===== src/rtl/cecrx_pkg.sv =====
package cecrx_pkg;

  localparam int MAX_OPND = 14;

  localparam logic [7:0] A_INFO  = 8'h00;
  localparam logic [7:0] A_HDR   = 8'h04;
  localparam logic [7:0] A_OPC   = 8'h08;
  localparam logic [7:0] A_CTRL  = 8'h0C;
  localparam logic [7:0] A_STAT0 = 8'h10;
  localparam logic [7:0] A_STAT1 = 8'h14;
  localparam logic [7:0] A_OPND  = 8'h40;

  localparam int NE_BIT  = 1;  // frame-available bit in status 0
  localparam int OVR_BIT = 0;  // overrun bit in status 1

  typedef struct packed {
    logic                    err;
    logic [3:0]              len;
    logic [7:0]              hdr;
    logic [7:0]              opc;
    logic [MAX_OPND*8-1:0]   opnd;
  } frame_t;

  // Pack the frame-information register.
  function automatic logic [7:0] pack_info(input logic err,
                                           input logic [2:0] frames,
                                           input logic [3:0] len);
    return {err, frames, len};
  endfunction

  // True when the address selects one of the word-spaced operand slots.
  function automatic logic opnd_hit(input logic [7:0] a);
    logic [7:0] off;
    off = a - A_OPND;
    return (a >= A_OPND) && (off[1:0] == 2'b00) && (off < 8'(4 * MAX_OPND));
  endfunction

  // Operand slot index addressed by a.
  function automatic logic [3:0] opnd_idx(input logic [7:0] a);
    logic [7:0] off;
    off = a - A_OPND;
    return off[5:2];
  endfunction

endpackage


===== src/rtl/cecrx_seq.sv =====
module cecrx_seq #(
  parameter int OP_CYCLES = 2
) (
  input  logic clk,
  input  logic rst_n,
  input  logic wr_ctrl,
  input  logic wbit0,
  input  logic wbit1,
  output logic busy,
  output logic is_flush,
  output logic pop_done,
  output logic flush_done
);
  localparam int TW = (OP_CYCLES > 1) ? $clog2(OP_CYCLES) : 1;

  logic [TW-1:0] tmr;
  logic          start;
  logic          done;

  assign start = wr_ctrl && !busy && wbit0;
  assign done  = busy && (tmr == '0);

  always_ff @(posedge clk or negedge rst_n) begin
    if (!rst_n) begin
      busy     <= 1'b0;
      is_flush <= 1'b0;
      tmr      <= '0;
    end else if (start) begin
      busy     <= 1'b1;
      is_flush <= wbit1;
      tmr      <= TW'(OP_CYCLES - 1);
    end else if (done) begin
      busy     <= 1'b0;
      is_flush <= 1'b0;
    end else if (busy) begin
      tmr      <= tmr - 1'b1;
    end
  end

  assign pop_done   = done && !is_flush;
  assign flush_done = done &&  is_flush;

endmodule


===== src/rtl/cecrx_store.sv =====
module cecrx_store
  import cecrx_pkg::*;
#(
  parameter int DEPTH = 4
) (
  input  logic                          clk,
  input  logic                          rst_n,
  input  logic                          push_valid,
  input  frame_t                        push_frame,
  input  logic                          pop_done,
  input  logic                          flush_done,
  output frame_t                        head,
  output logic [$clog2(DEPTH+1)-1:0]    count,
  output logic                          full,
  output logic                          push_acc,
  output logic                          pop_eff
);
  localparam int CNT_W = $clog2(DEPTH + 1);
  localparam int PTR_W = (DEPTH > 1) ? $clog2(DEPTH) : 1;

  frame_t           mem [DEPTH];
  logic [PTR_W-1:0] wptr;
  logic [PTR_W-1:0] rptr;

  function automatic logic [PTR_W-1:0] nxt(input logic [PTR_W-1:0] p);
    return (p == PTR_W'(DEPTH - 1)) ? '0 : p + 1'b1;
  endfunction

  assign full     = (count == CNT_W'(DEPTH));
  assign push_acc = push_valid && !full && !flush_done;
  assign pop_eff  = pop_done && (count != '0);
  assign head     = (count != '0) ? mem[rptr] : '0;

  always_ff @(posedge clk or negedge rst_n) begin
    if (!rst_n) begin
      wptr  <= '0;
      rptr  <= '0;
      count <= '0;
    end else if (flush_done) begin
      rptr  <= wptr;
      count <= '0;
    end else begin
      if (push_acc) wptr <= nxt(wptr);
      if (pop_eff)  rptr <= nxt(rptr);
      count <= count + CNT_W'(push_acc) - CNT_W'(pop_eff);
    end
  end

  always_ff @(posedge clk) begin
    if (push_acc) mem[wptr] <= push_frame;
  end

endmodule


===== src/rtl/cecrx_stat.sv =====
module cecrx_stat (
  input  logic clk,
  input  logic rst_n,
  input  logic ne_set,
  input  logic ovr_set,
  input  logic ne_clr,
  input  logic ovr_clr,
  output logic ne_q,
  output logic ovr_q
);
  always_ff @(posedge clk or negedge rst_n) begin
    if (!rst_n) begin
      ne_q  <= 1'b0;
      ovr_q <= 1'b0;
    end else begin
      if (ne_set)       ne_q  <= 1'b1;
      else if (ne_clr)  ne_q  <= 1'b0;
      if (ovr_set)      ovr_q <= 1'b1;
      else if (ovr_clr) ovr_q <= 1'b0;
    end
  end
endmodule


===== src/rtl/cecrx_fifo.sv =====
module cecrx_fifo
  import cecrx_pkg::*;
#(
  parameter int DEPTH     = 4,
  parameter int OP_CYCLES = 2
) (
  input  logic                  clk,
  input  logic                  rst_n,
  input  logic                  push_valid,
  input  logic [7:0]            push_hdr,
  input  logic [7:0]            push_opc,
  input  logic [3:0]            push_len,
  input  logic                  push_err,
  input  logic [MAX_OPND*8-1:0] push_opnd,
  input  logic [7:0]            reg_addr,
  input  logic                  reg_we,
  input  logic [7:0]            reg_wdata,
  output logic [7:0]            reg_rdata,
  output logic                  irq
);
  localparam int CNT_W = $clog2(DEPTH + 1);

  frame_t           push_frame;
  frame_t           head;
  logic [CNT_W-1:0] count;
  logic             full;
  logic             push_acc;
  logic             pop_eff;
  logic             busy;
  logic             is_flush;
  logic             pop_done;
  logic             flush_done;
  logic             ne_q;
  logic             ovr_q;
  logic             ne_set;
  logic             ovr_set;
  logic             wr_ctrl;

  assign push_frame = '{err: push_err, len: push_len, hdr: push_hdr,
                        opc: push_opc, opnd: push_opnd};
  assign wr_ctrl    = reg_we && (reg_addr == A_CTRL);

  cecrx_seq #(.OP_CYCLES(OP_CYCLES)) u_seq (
    .clk        (clk),
    .rst_n      (rst_n),
    .wr_ctrl    (wr_ctrl),
    .wbit0      (reg_wdata[0]),
    .wbit1      (reg_wdata[1]),
    .busy       (busy),
    .is_flush   (is_flush),
    .pop_done   (pop_done),
    .flush_done (flush_done)
  );

  cecrx_store #(.DEPTH(DEPTH)) u_store (
    .clk        (clk),
    .rst_n      (rst_n),
    .push_valid (push_valid),
    .push_frame (push_frame),
    .pop_done   (pop_done),
    .flush_done (flush_done),
    .head       (head),
    .count      (count),
    .full       (full),
    .push_acc   (push_acc),
    .pop_eff    (pop_eff)
  );

  assign ne_set  = push_acc || (pop_eff && (count >= CNT_W'(2)));
  assign ovr_set = push_valid && full && !flush_done;

  cecrx_stat u_stat (
    .clk     (clk),
    .rst_n   (rst_n),
    .ne_set  (ne_set),
    .ovr_set (ovr_set),
    .ne_clr  (reg_we && (reg_addr == A_STAT0) && reg_wdata[NE_BIT]),
    .ovr_clr (reg_we && (reg_addr == A_STAT1) && reg_wdata[OVR_BIT]),
    .ne_q    (ne_q),
    .ovr_q   (ovr_q)
  );

  assign irq = ne_q | ovr_q;

  always_comb begin
    reg_rdata = '0;
    if (opnd_hit(reg_addr)) begin
      reg_rdata = head.opnd[opnd_idx(reg_addr)*8 +: 8];
    end else begin
      case (reg_addr)
        A_INFO:  reg_rdata = pack_info(head.err, 3'(count), head.len);
        A_HDR:   reg_rdata = head.hdr;
        A_OPC:   reg_rdata = head.opc;
        A_CTRL:  reg_rdata = {6'b0, busy && is_flush, busy};
        A_STAT0: reg_rdata = 8'(ne_q) << NE_BIT;
        A_STAT1: reg_rdata = 8'(ovr_q) << OVR_BIT;
        default: reg_rdata = '0;
      endcase
    end
  end

endmodule


===== config.mk =====
export PLATFORM = sky130hd
export DESIGN_NAME = cecrx_fifo
export DESIGN_NICKNAME = d
export VERILOG_FILES = /design/src/rtl/cecrx_pkg.sv /design/src/rtl/cecrx_seq.sv /design/src/rtl/cecrx_store.sv /design/src/rtl/cecrx_stat.sv /design/src/rtl/cecrx_fifo.sv
export SDC_FILE = /design/constraint.sdc
export NUM_CORES = 1
export LEC_CHECK = 0
export BUFFER_PORTS_ARGS = -buffer_cell sky130_fd_sc_hd__buf_2
export CAP_MARGIN = 20
export CELL_PAD_IN_SITES_DETAIL_PLACEMENT = 0
export CELL_PAD_IN_SITES_GLOBAL_PLACEMENT = 1
export CORE_UTILIZATION = 45
export CTS_CLUSTER_DIAMETER = 100
export DETAILED_ROUTE_END_ITERATION = 8
export PLACE_DENSITY = 0.73
export SLEW_MARGIN = 5
export SYNTH_ARGS = -nofsm -noshare
export SYNTH_HDL_FRONTEND = slang
export SYNTH_SLANG_ARGS = --single-unit

===== constraint.sdc =====
create_clock -name clk -period 4.7 [get_ports clk]
set_input_delay 0.47 -clock clk [delete_from_list [all_inputs] [get_ports clk]]
set_output_delay 0.47 -clock clk [all_outputs]
set_load 0.02 [all_outputs]

==> reports/metrics.cfg <==
[floorplan]
rows = 79
die_w_um = 219.0
initial_utilization_pct = 45.60
core_um2 = 46460
die-area_um2 = 47950
io_pins = 162
die-height_um = 219.0

[power]
pwr_density_cell_nw_per_um2 = 569.4
peakVddDrop_v = 0.0003144
p_int_uw = 10320
p_clk_share_pct = 31.2
p_sw_uw = 3680
swShare_pct = 26.28
combinationalPowerShare_pct = 20.6
seq_power_share_pct = 48.2
p_leak_uw = 0.008018

[routing]
detail_route.iter0.violations = 973
final_antenna_net_count = 0
via_per_inst = 5.674
drt-pass1-iter-count = 6
routedWlPerCell_um = 25.28
drt_wl_total_um = 45730
drc = 0
num_vias = 10265

[logic_synthesis]
synth-seq-area-share_pct = 76.83
avgSynthCellArea_um2 = 22.11
ys_ff_latch = 544
synth-main-ff-cell = edfxtp_1
syn_area_um2 = 21180
synth_edf_count = 532
syn_nets = 1120
synthDistinctLibCells = 54
async_flop_share_pct = 2.206
yosysWarnings = 0
synth_cells = 958

[clock_tree]
post-cts-setup-buffers = 0
clock-sinks = 544
clock_path_buffers = 3
cts_tree = done
clock_latency_ns = 0.61
cts_root_buf = clkbuf_16
h-tree-depth = 2
cts_made_buffers = 56
cts_resized = 0
clkTransAtPathRegs_ns = 0.06

[timing]
min_period_over_period_pct = 88.08
whs_ns = 0.07674
clock_skew_ns = 0.02749
hold_violations = 0
max_freq_mhz = 241.6
tightestPinTransition_ns = 0.9137
tns_ns = 0
relSlewSlack_pct = 38.81
period_needed_ns = 4.140
setup_violations = 0
finalMaxSlewViolations = 0
rsz0062_at_grt = no

[cells_and_area]
layout_commonest_cell = edfxtp_1
drive_gt1_share_pct = 34.31
final_area_um2 = 24590
final_cells = 1809
multi_input_area_um2 = 4552
area_growth_syn_to_layout_pct = 16.08
final_cell_mix = edfxtp_1 (532), buf_2 (155), mux4_2 (138)
regArea_um2 = 16280
layout.nets = 1313
fill_cells = 3712

[worst_setup_path]
cp_slowest_cell = dfrtp_4
crit_arrival_ns = 3.67
cp_cell_sequence = buf_12 -> mux4_2 -> mux4_2 -> o211ai_1 -> o22ai_1 -> buf_2
cpMostUsedCell = mux4_2
crit_family = multiplexers
end_kind = output pin
required_ns = 4.23
critical_path_buf_inv_count = 2
start_kind = flip-flop
path_class = reg -> out
critPathMaxFanout = 37
cpPeakStageDelay_ns = 0.97

[place]
gp_congestion = 0.8329
place_area_um2 = 22750
placedCellCount = 1699
hpwl_um = 29040
port_buffers = 155

[job]
maxCapViolCount = 0

[grt]
grt_pass1_wl_um = 68130
antenna_found_initial = 10
grt_max_degree = 62
grt_pass1_vias = 10713
grt-ovfl-total = 0
grt.total_usage_pct = 19.68

[hold_path]
holdCritPathClass = in -> reg

[status]
outcome = finished, final reports clean

-- worst register-to-register path, stage by stage (launching register included) --
cell,delay (ns)
dfrtp_1,0.44
nor2b_1,0.22
nand2_1,0.11
nand2_1,0.08
a21oi_1,0.54
and2_4,0.78
buf_4,0.48
-- flip-flops by register name, summed over array words and instances (netlist names) --
name / cells
u_store.mem: 532
u_store.count: 3
u_store.rptr: 2
u_store.wptr: 2
u_seq.busy: 1
u_seq.is_flush: 1
u_seq.tmr: 1
u_stat.ne_q: 1
u_stat.ovr_q: 1
-- final timing paths --
kind	startpoint	end	slack [ns]	cells past startpoint
setup / recovery	u_store.rptr[0]$_DFFE_PN0P_	reg_rdata[3]	0.56	6
hold / removal	push_opnd[65]	u_store.mem[3][65]$_DFFE_PP_	0.08	1
setup reg to reg	u_seq.busy$_DFFE_PN0P_	u_store.mem[3][15]$_DFFE_PP_	1.70	6
hold reg to reg	u_stat.ovr_q$_DFFE_PN0P_	u_stat.ovr_q$_DFFE_PN0P_	0.51	2
max in group asynchronous	rst_n	u_store.rptr[1]$_DFFE_PN0P_	4.09	2
min in group asynchronous	rst_n	u_store.wptr[1]$_DFFE_PN0P_	0.35	2
-- cells in the mapped netlist (all sizes together) (4+ instances only) --
library cell	number	area share, %
nor2	18	0.32
mux2i	22	1.0
and2	6	0.18
dfrtp	12	1.4
edfxtp	532	75
a21oi	14	0.33
o22ai	8	0.24
mux4	138	15
nand2	15	0.27
clkbuf	17	0.32
mux2	5	0.27
buf	33	1.2
inv	14	0.25
nand3	22	0.52
o21ai	14	0.33
nor3	4	0.095
a31oi	8	0.24
nand4	6	0.18
ha	8	0.47
a22oi	16	0.57
nor2b	6	0.18
-- what timing repair did --
| action | 4_1_cts | 5_1_grt |
|---|---|---|
| setup endpoints to repair | 0 | 0 |
| endpoints found under the hold margin | 12 | 0 |
| hold buffers | 1 | 0 |
-- metrics by stage --
step           power (uW)  util [%]  setup slack (ns)
6_report            14000     52.93            0.5603
2_1_floorplan        8848         -             1.457
3_3_place_gp         9745     48.98             1.148
5_1_grt             14600     52.92            0.4077
3_5_place_dp         9825     48.98             1.163
4_1_cts             14210     52.91            0.5123
-- metal layers --
layer | track usage (%) | share of wire [%] | vias up
met5 | 0 | 0.16 | -
met4 | 5.833 | 2.3 | 12
met3 | 4.463 | 6.6 | 71
met2 | 31.82 | 49 | 294
met1 | 26.79 | 42 | 5423
li1 | - | - | 4465
-- logic make-up (layout without fill, tap and decap cells) --
group                      count (synthesis)  after routing  share of synthesized area (%)
muxes                                    165            165                          15.98
and+or+nand+nor                           96             96                          2.380
other                                      0              4                              0
xor gates and xnor gates                   1              1                        0.04135
DFF                                      544            544                          76.83
adders and majority gates                  9              9                         0.5670
buffers and inverters                     64            304                          1.742
AOI/OAI and AO/OA                         79             79                          2.463
-- power by group through the flow --
stage,clock network [uW],logic (uW),registers [uW]
6_report,4370,2880,6750
3_5_place_dp,0,2950,6870
2_1_floorplan,0,2160,6690
5_1_grt,4640,3120,6850
3_3_place_gp,0,2930,6810
4_1_cts,4470,2970,6770
-- final cells by class --
type	count	share of cell area (%)
sequential	544	66.22
multi-input combinational	350	18.51
clock buffer	70	5.999
timing repair buffer	185	4.539
tap	607	3.088
clock inverter	35	1.394
inverter	14	0.2137
antenna	4	0.04070
Power figures use the tool's default switching activity.
